--- config.mk ---
export PLATFORM = sky130hd
export DESIGN_NAME = uart_brk_tx
export DESIGN_NICKNAME = d
export VERILOG_FILES = /design/src/rtl/uart_brk_pkg.sv /design/src/rtl/uart_brk_fifo.sv /design/src/rtl/uart_brk_seq.sv /design/src/rtl/uart_brk_tx.sv
export SDC_FILE = /design/constraint.sdc
export NUM_CORES = 1
export LEC_CHECK = 0
export BUFFER_PORTS_ARGS = -buffer_cell sky130_fd_sc_hd__buf_2
export CAP_MARGIN = 10
export CORE_UTILIZATION = 55
export DETAILED_ROUTE_END_ITERATION = 8
export PLACE_DENSITY = 0.86
export SYNTH_ARGS = -nofsm -noshare
export SYNTH_HDL_FRONTEND = slang
export SYNTH_SLANG_ARGS = --single-unit
--- constraint.sdc ---
create_clock -name clk -period 2.6 [get_ports clk]
set_clock_uncertainty 0.2 [all_clocks]
set_input_delay 0.52 -clock clk [delete_from_list [all_inputs] [get_ports clk]]
set_output_delay 0.52 -clock clk [all_outputs]
set_load 0.01 [all_outputs]
--- src/rtl/uart_brk_pkg.sv ---
package uart_brk_pkg;
  typedef enum logic [1:0] {
    ST_IDLE  = 2'd0,
    ST_FRAME = 2'd1,
    ST_BREAK = 2'd2,
    ST_MARK  = 2'd3
  } tx_state_e;
endpackage

--- src/rtl/uart_brk_fifo.sv ---
module uart_brk_fifo #(
  parameter int DATA_W = 8,
  parameter int DEPTH  = 8
) (
  input  logic              clk,
  input  logic              rst_n,
  input  logic              push,
  input  logic [DATA_W-1:0] push_data,
  input  logic              pop,
  output logic [DATA_W-1:0] head,
  output logic              full,
  output logic              empty
);
  localparam int PTR_W = (DEPTH > 1) ? $clog2(DEPTH) : 1;
  localparam int CNT_W = $clog2(DEPTH + 1);

  logic [DATA_W-1:0] mem [DEPTH];
  logic [PTR_W-1:0]  wptr, rptr;
  logic [CNT_W-1:0]  count;
  logic              do_push, do_pop;

  function automatic logic [PTR_W-1:0] ptr_next(input logic [PTR_W-1:0] p);
    return (p == PTR_W'(DEPTH - 1)) ? '0 : p + 1'b1;
  endfunction

  assign full    = (count == CNT_W'(DEPTH));
  assign empty   = (count == '0);
  assign do_push = push && !full;
  assign do_pop  = pop && !empty;
  assign head    = mem[rptr];

  always_ff @(posedge clk) begin
    if (do_push) mem[wptr] <= push_data;
  end

  always_ff @(posedge clk or negedge rst_n) begin
    if (!rst_n) begin
      wptr  <= '0;
      rptr  <= '0;
      count <= '0;
    end else begin
      if (do_push) wptr <= ptr_next(wptr);
      if (do_pop)  rptr <= ptr_next(rptr);
      case ({do_push, do_pop})
        2'b10:   count <= count + 1'b1;
        2'b01:   count <= count - 1'b1;
        default: count <= count;
      endcase
    end
  end
endmodule

--- src/rtl/uart_brk_seq.sv ---
module uart_brk_seq
  import uart_brk_pkg::*;
#(
  parameter int DATA_W    = 8,
  parameter int MARK_BITS = 2
) (
  input  logic              clk,
  input  logic              rst_n,
  input  logic              run,
  input  logic              halt,
  input  logic              tick,
  input  logic              brk,
  input  logic              q_empty,
  input  logic [DATA_W-1:0] q_head,
  output logic              pop,
  output logic              line_raw,
  output tx_state_e         state
);
  localparam int FRAME_LEN = DATA_W + 2;
  localparam int IDX_W     = $clog2(FRAME_LEN);
  localparam int MC_W      = $clog2(MARK_BITS + 1);

  logic [FRAME_LEN-1:0] shreg;
  logic [IDX_W-1:0]     idx;
  logic [MC_W-1:0]      mcnt;
  logic                 step, boundary;

  function automatic logic [FRAME_LEN-1:0] pack_frame(input logic [DATA_W-1:0] d);
    return {1'b1, d, 1'b0};
  endfunction

  assign step     = run && !halt && tick;
  assign boundary = (state == ST_IDLE) ||
                    (state == ST_FRAME && idx == IDX_W'(FRAME_LEN - 1)) ||
                    (state == ST_MARK  && mcnt == MC_W'(MARK_BITS - 1));
  assign pop      = step && boundary && !brk && !q_empty;

  always_ff @(posedge clk or negedge rst_n) begin
    if (!rst_n) begin
      state <= ST_IDLE;
      shreg <= '1;
      idx   <= '0;
      mcnt  <= '0;
    end else if (!run) begin
      state <= ST_IDLE;
      idx   <= '0;
      mcnt  <= '0;
    end else if (step) begin
      if (boundary) begin
        idx  <= '0;
        mcnt <= '0;
        if (brk)           state <= ST_BREAK;
        else if (!q_empty) begin
          state <= ST_FRAME;
          shreg <= pack_frame(q_head);
        end else           state <= ST_IDLE;
      end else begin
        case (state)
          ST_FRAME: begin
            shreg <= {1'b1, shreg[FRAME_LEN-1:1]};
            idx   <= idx + 1'b1;
          end
          ST_BREAK: if (!brk) begin
            state <= ST_MARK;
            mcnt  <= '0;
          end
          ST_MARK:  mcnt <= mcnt + 1'b1;
          default:  state <= ST_IDLE;
        endcase
      end
    end
  end

  always_comb begin
    case (state)
      ST_FRAME: line_raw = shreg[0];
      ST_BREAK: line_raw = 1'b0;
      default:  line_raw = 1'b1;
    endcase
  end
endmodule

--- src/rtl/uart_brk_tx.sv ---
module uart_brk_tx
  import uart_brk_pkg::*;
#(
  parameter int DATA_W     = 8,
  parameter int FIFO_DEPTH = 8,
  parameter int MARK_BITS  = 2
) (
  input  logic              clk,
  input  logic              rst_n,
  input  logic              wr_en,
  input  logic [DATA_W-1:0] wr_data,
  input  logic              baud_tick,
  input  logic              mod_en,
  input  logic              tx_en,
  input  logic              brk_req,
  input  logic              doze_dis,
  input  logic              doze_in,
  output logic              txd,
  output logic              fifo_full,
  output logic              fifo_empty,
  output logic              overflow,
  output logic              tx_idle
);
  logic              run_gate, doze_gate, brk_lat, pop, line_raw;
  logic [DATA_W-1:0] q_head;
  tx_state_e         seq_state;
  logic [1:0]        fsm_state;

  assign run_gate  = mod_en && tx_en;
  assign doze_gate = doze_dis && doze_in;
  assign fsm_state = seq_state;

  always_ff @(posedge clk or negedge rst_n) begin
    if (!rst_n)        brk_lat <= 1'b0;
    else if (run_gate) brk_lat <= brk_req;
  end

  always_ff @(posedge clk or negedge rst_n) begin
    if (!rst_n) overflow <= 1'b0;
    else        overflow <= wr_en && fifo_full;
  end

  uart_brk_fifo #(.DATA_W(DATA_W), .DEPTH(FIFO_DEPTH)) u_fifo (
    .clk(clk), .rst_n(rst_n), .push(wr_en), .push_data(wr_data),
    .pop(pop), .head(q_head), .full(fifo_full), .empty(fifo_empty)
  );

  uart_brk_seq #(.DATA_W(DATA_W), .MARK_BITS(MARK_BITS)) u_seq (
    .clk(clk), .rst_n(rst_n), .run(run_gate), .halt(doze_gate),
    .tick(baud_tick), .brk(brk_lat), .q_empty(fifo_empty), .q_head(q_head),
    .pop(pop), .line_raw(line_raw), .state(seq_state)
  );

  assign txd     = (run_gate && !doze_gate) ? line_raw : 1'b1;
  assign tx_idle = fifo_empty && (seq_state == ST_IDLE);
endmodule

# Word-level counts from Yosys, hierarchy flattened
# Memory sizes are Yosys's and may differ from the RTL's.
# Index checks and enable logic that the tools add are counted.
[word_totals]
ff_bits = 30
ramBits = 64
input_bits = 17
elab_cells = 88
mem_count = 1
[mem_list]
columns = ["memory", "words", "width", "rd", "rd_ports_with_merged_regs", "write_ports", "line", "source"]
rows = [
  ["u_fifo.mem", 8, 8, 1, 0, 1, "uart_brk_fifo.sv:17", "logic [DATA_W-1:0] mem [DEPTH];"],
]
[classes]
n_addsub = 6
eq_ne = 17
n_mux = 27
n_reduce_logical = 28
[ops]
columns = ["cell", "count"]
rows = [
  ["$mux 10", 4],
  ["$mux 2", 9],
  ["$mux 4", 4],
  ["$logic_and 1x1->1", 13],
  ["$add 4x1->4 const B", 2],
  ["$eq 4x4->1 const B", 2],
  ["$ne 4x4->1 const B", 2],
  ["$pmux 2 s2", 2],
  ["$pmux 4 s2", 1],
  ["$add 3x1->3 const B", 2],
  ["$eq 2x1->1 const B", 3],
  ["$eq 2x2->1 const B", 3],
  ["$eq 3x3->1 const B", 2],
  ["$mux 3", 2],
  ["$ne 2x2->1 const B", 3],
  ["$ne 3x3->1 const B", 2],
  ["$reduce_and 3->1", 2],
  ["$reduce_and 5->1", 1],
  ["$logic_not 1->1", 4],
  ["$logic_not 4->1", 1],
  ["$mux 1", 4],
  ["$reduce_bool 2->1", 2],
  ["$sub 4x1->4 const B", 1],
  ["$add 2x1->2 const B", 1],
  ["5 further kinds", 6],
]

# Depth between registers and ports, before layout
[logic_depth]
ltp_word = 10
mapped_depth = 13

# Hierarchy
# From an unflattened synthesis, not the netlist that was laid out.
[unflattened]
hier_cells = 261
hier_area_um2 = 4219.0
[by_module_without_submodules]
columns = ["module", "n_inst", "cells_each", "area_each_um2", "seq_area_each_um2"]
rows = [
  ["uart_brk_fifo", 1, 163, 3216.8, 2172.1],
  ["uart_brk_seq", 1, 89, 899.6, 436.7],
  ["uart_brk_tx", 1, 9, 102.6, 50.0],
]

# Least setup slack after synthesis
# No wires, ideal clock.
[synth_timing]
path_type = "in2reg"
startpoint = "input port mod_en"
endpoint = "register u_fifo.count[2]"
setup_time_ns = 0.128
t_arrival_ns = 2.283
slack_ns = -0.011
cell_stages = 13
path_buffers = 2
path_cell_list = "and2_1 > buf_2 > and3_1 > buf_2 > nand3_2 > inv_1 > ha_1 > xor2_1 > ha_1 > a21oi_1 > xor2_1 > nor2_1 > xor2_1"
[synth_between]
elab_chain_len = 9
elab_cells_between_ends = 11
cone_classes = "eq/ne: 2; mux: 1; reduce/logical: 8"
[synth_rtl]
columns = ["element", "line", "source"]
rows = [
  ["from (decl)", "uart_brk_tx.sv:13", "input logic mod_en,"],
  ["$logic_and 1x1->1 (*)", "uart_brk_tx.sv:29", "assign run_gate = mod_en && tx_en;"],
  ["$logic_and 1x1->1 (*) (2 in a row)", "uart_brk_seq.sv:32", "assign step = run && !halt && tick;"],
  ["$logic_and 1x1->1 (*) (3 in a row)", "uart_brk_seq.sv:36", "assign pop = step && boundary && !brk && !q_empty;"],
  ["$logic_and 1x1->1 (*)", "uart_brk_fifo.sv:29", "assign do_pop = pop && !empty;"],
  ["net u_fifo.do_pop", "uart_brk_fifo.sv:20", "logic do_push, do_pop;"],
  ["$eq 2x1->1 / $eq 2x2->1 (equally long branches)", "uart_brk_fifo.sv:44", "case ({do_push, do_pop})"],
  ["$pmux 4 s2 / $reduce_bool 2->1 (equally long branches)", "n/a", ""],
  ["to (signal assigned)", "uart_brk_fifo.sv:45", "2'b10: count <= count + 1'b1;"],
  ["to (signal assigned)", "uart_brk_fifo.sv:46", "2'b01: count <= count - 1'b1;"],
  ["to (signal assigned)", "uart_brk_fifo.sv:47", "default: count <= count;"],
  ["to (decl)", "uart_brk_fifo.sv:19", "logic [CNT_W-1:0] count;"],
]
# Mark *: on every way through the listed nets, which the timed path passes. The rest lies on a longest branch.
# A chain may end at the register's enable or synchronous reset.

# Worst setup path in the final report
[layout_timing]
startpoint = "register u_seq.mcnt[0]"
endpoint = "register u_fifo.count[2]"
[layout_between]
elab_chain_len = 9
elab_cells_between_ends = 11
cone_classes = "eq/ne: 3; mux: 1; reduce/logical: 7"
[layout_rtl]
columns = ["element", "line", "source"]
rows = [
  ["from (decl)", "uart_brk_seq.sv:25", "logic [MC_W-1:0] mcnt;"],
  ["from (signal assigned)", "uart_brk_seq.sv:67", "ST_MARK: mcnt <= mcnt + 1'b1;"],
  ["$eq 2x1->1 (*)", "uart_brk_seq.sv:35", "(state == ST_MARK && mcnt == MC_W'(MARK_BITS - 1));"],
  ["$logic_and 1x1->1 (*)", "uart_brk_seq.sv:35", ""],
  ["$logic_or 1x1->1 (*)", "uart_brk_seq.sv:34", "(state == ST_FRAME && idx == IDX_W'(FRAME_LEN - 1)) ||"],
  ["$logic_and 1x1->1 (*) (3 in a row)", "uart_brk_seq.sv:36", ""],
  ["$logic_and 1x1->1 (*)", "uart_brk_fifo.sv:29", ""],
  ["net u_fifo.do_pop", "uart_brk_fifo.sv:20", ""],
  ["$eq 2x1->1 / $eq 2x2->1 (equally long branches)", "uart_brk_fifo.sv:44", ""],
  ["$pmux 4 s2 / $reduce_bool 2->1 (equally long branches)", "n/a", ""],
]
# Marks and branches as above.

==> out/qor.txt <==
Die Ht - 89.4 um
Wl on met1 - 3060 um
Number of nets with antenna violations after routing - 0
Final Util - 0.641
Ys flop type - edfxtp_1
Most common cell in the synthesized netlist - edfxtp_1
Cell Chain, Critical Path - ha_1 -> a21boi_1 -> a21oi_4 -> nand3_2 -> inv_2 -> ha_4 -> xor2_1 -> ha_1 -> a21oi_1 -> xor2_1 -> nor2_1 -> xor2_1
Highest metal used - met4
Routed vias - 2375
Met3 WL - 326 um
CTS tree - done
Max Fclk - 395 MHz
Slew @ Worst Pin - 0.771 ns
Final GP Congestion - 0.876
HP Class - primary input to flip-flop
IO Count - 22
Worst-path clk slew - 0.09 ns
Fin. Hold Viols - 0
Cts bufs inserted - 9
Post-synth EDFFs - 64
CP Launch Type - flip-flop
Maximum VDD drop - 0.733 mV
Syn Area/Cell - 16.3 um2
WL final - 7400 um
# diodes - 0
Routed length per instance - 18.5 um
H-tree depth - 3
Leak - 1.74 nW
Setup Viol. Count Final - 0
Crit path max fanout - 5
DRC viols - 0
Post-route minimum period - 2.53 ns
Buf+Inv Stages, Crit Path - 1
Worst Path Arrival - 2.58 ns
Pwr dens - 894 nW/um2
Number of global-route vias before repair - 2275
MaxCap Viol Count - 0
Status - finished clean
Crit path required time - 2.65 ns
Crit Path Category - flip-flop to flip-flop
Met2 WL - 3760 um
CP endpoint kind - flip-flop
Top cell type's share of synthesized area - 0.458
CP max stage cell - dfrtp_1
First-pass GRT wire length - 11600 um
Initial DRC Count - 87
Total grt overflow - 0
Cell taking the most area after synthesis - edfxtp_1
Fill cells - 513
Port bufs - 21
Count of state elements after synthesis - 93
Net Count, Synth - 285
Final Slew Violations - 0
Cell variety after synth - 51
Core ar. - 7330 um2
Final #Nets - 324
Clk_lat worst skew - 0.36 ns
P&R area growth vs syn - 11.9%
Layout cells sized above 1 - 0.275
Bufs on Longest Clock Path - 2
Die Area - 7990 um2
CP max stage delay - 0.40 ns
Vias/cell - 5.92
Largest net degree at the start of global routing - 30
Final HPWL DP - 5100 um
Rel. slew slack - 0.486
Ys Warns - 0
FFs w/ async S/R, synth - 0.312
Row Count - 31
Initial antenna violation count - 0
Clock sinks - 93
Total Routing Usage GR - 0.209
Die X-Extent - 89.4 um
Delay-heaviest family, CP - adder cells
Initial DRT Pass Iterations - 4
Final Cycle Share - 0.973
CP most frequent cell - xor2_1
CTS root buffer - clkbuf_8
Placed instance count - 384
Leading cell types by count after synthesis - edfxtp_1, dfrtp_1, mux4_1, ha_1, nor2_1
Sequential fraction of the synthesis area - 0.633
Synthesized area - 4200 um2
Ranking of synthesized cells by area - edfxtp_1, dfrtp_1, mux4_1
Post-Synthesis Cells - 258
Finished Layout Cells - 401
Starting Density - 0.573
==> final timing paths <==
path / from / end / slack, ns / cells after the start
min in group asynchronous: rst_n / overflow$_DFF_PN0_ / 0.50 / 2
worst min-delay path: brk_req / brk_lat$_DFFE_PN0N_ / 0.19 / 2
worst max-delay path: u_seq.mcnt[0]$_DFFE_PN0P_ / u_fifo.count[2]$_DFFE_PN0P_ / 0.07 / 12
worst max register to register: u_seq.mcnt[0]$_DFFE_PN0P_ / u_fifo.count[2]$_DFFE_PN0P_ / 0.07 / 12
max in group asynchronous: rst_n / u_fifo.rptr[0]$_DFFE_PN0P_ / 1.28 / 2
worst min register to register: u_seq.shreg[3]$_DFFE_PN1P_ / u_seq.shreg[3]$_DFFE_PN1P_ / 0.29 / 1
==> cells by family (layout without fill, tap and decap cells) <==
group,Yosys count,after routing,synth area share
compound gates,42,42,0.0819
xor+xnor,5,5,0.0104
fa+ha+maj,10,10,0.0298
buf+inv,17,61,0.0232
flops,93,93,0.633
mux,27,27,0.130
simple gates,64,64,0.0917
==> cells in the final DEF (no fill, tap or decap), types with 4 or more instances in the layout <==
master	synthesis	routed
and3_1	4	4
buf_2	6	21
xor2_1	4	4
clkbuf_8	0	9
a211oi_1	8	8
mux4_1	16	16
a21oi_1	6	6
dfrtp_1	20	20
buf_4	0	19
edfxtp_1	64	64
o2bb2ai_1	7	7
nor3_1	7	7
dfstp_2	9	9
ha_1	10	9
nand2_1	9	9
o211ai_1	8	8
nor2_1	10	10
nor2b_1	9	9
nand3_1	4	4
mux2_2	6	6
==> what timing repair did <==
item | 4_1_cts | 5_1_grt
hold buffers | 1 | 0
hold endpoints to repair | 20 | 0
setup buffers | 0 | 0
endpoints found under the setup margin | 0 | 1
resized for setup | 0 | 2
==> final cells by class <==
class | count | area [um2] | share of cell area
sequential | 93 | 2660 | 0.566
multi-input combinational | 148 | 1460 | 0.310
timing repair buffer | 41 | 258 | 0.0549
clock buffer | 9 | 124 | 0.0264
tap | 99 | 124 | 0.0264
clock inverter | 7 | 62.6 | 0.0133
inverter | 4 | 15.0 | 0.00320
==> per-stage QoR <==
stage                     setup TNS, ns  instance area (um2)  hold WS, ns  worst slack, ns  power (mW)
final                                 0                 4700        0.188           0.0713        4.20
after floorplan                       0                 4200       0.0244           0.0364        3.00
after detailed placement              0                 4490        0.274           0.0858        3.33
after global routing            -0.0178                 4700        0.175          -0.0178        4.43
after CTS                             0                 4690        0.172           0.0779        4.24
after global placement                0                 4490        0.266            0.151        3.26
==> registers in the layout, indices dropped and copies added, names as in the netlist <==
register      count
u_fifo.mem       64
brk_lat           1
u_fifo.rptr       3
u_seq.shreg       9
u_seq.mcnt        2
u_fifo.count      4
u_seq.idx         4
u_seq.state       2
overflow          1
u_fifo.wptr       3
==> report_power, final <==
group | leakage (nW) | switching (mW) | internal, mW
Combinational | 0.712 | 0.484 | 0.590
Clock | 0.0984 | 0.536 | 0.371
Sequential | 0.932 | 0.288 | 1.93
==> metal layers <==
layer / track usage / vias to the layer above
met5: 0 / -
met4: 0.123 / 0
met3: 0.0434 / 19
met2: 0.350 / 65
met1: 0.252 / 1176
li1: - / 1115
==> worst register-to-register path: cells and delay by family, from the launching register on <==
kind / cells / cell delay [ns]
adders and majority gates: 3 / 0.61
buffers and inverters: 1 / 0.06
AOI/OAI and AO/OA: 3 / 0.52
DFF: 1 / 0.40
and+or+nand+nor: 2 / 0.16
xor gates and xnor gates: 3 / 0.45
Note: power is estimated with default switching activity, not from simulation.
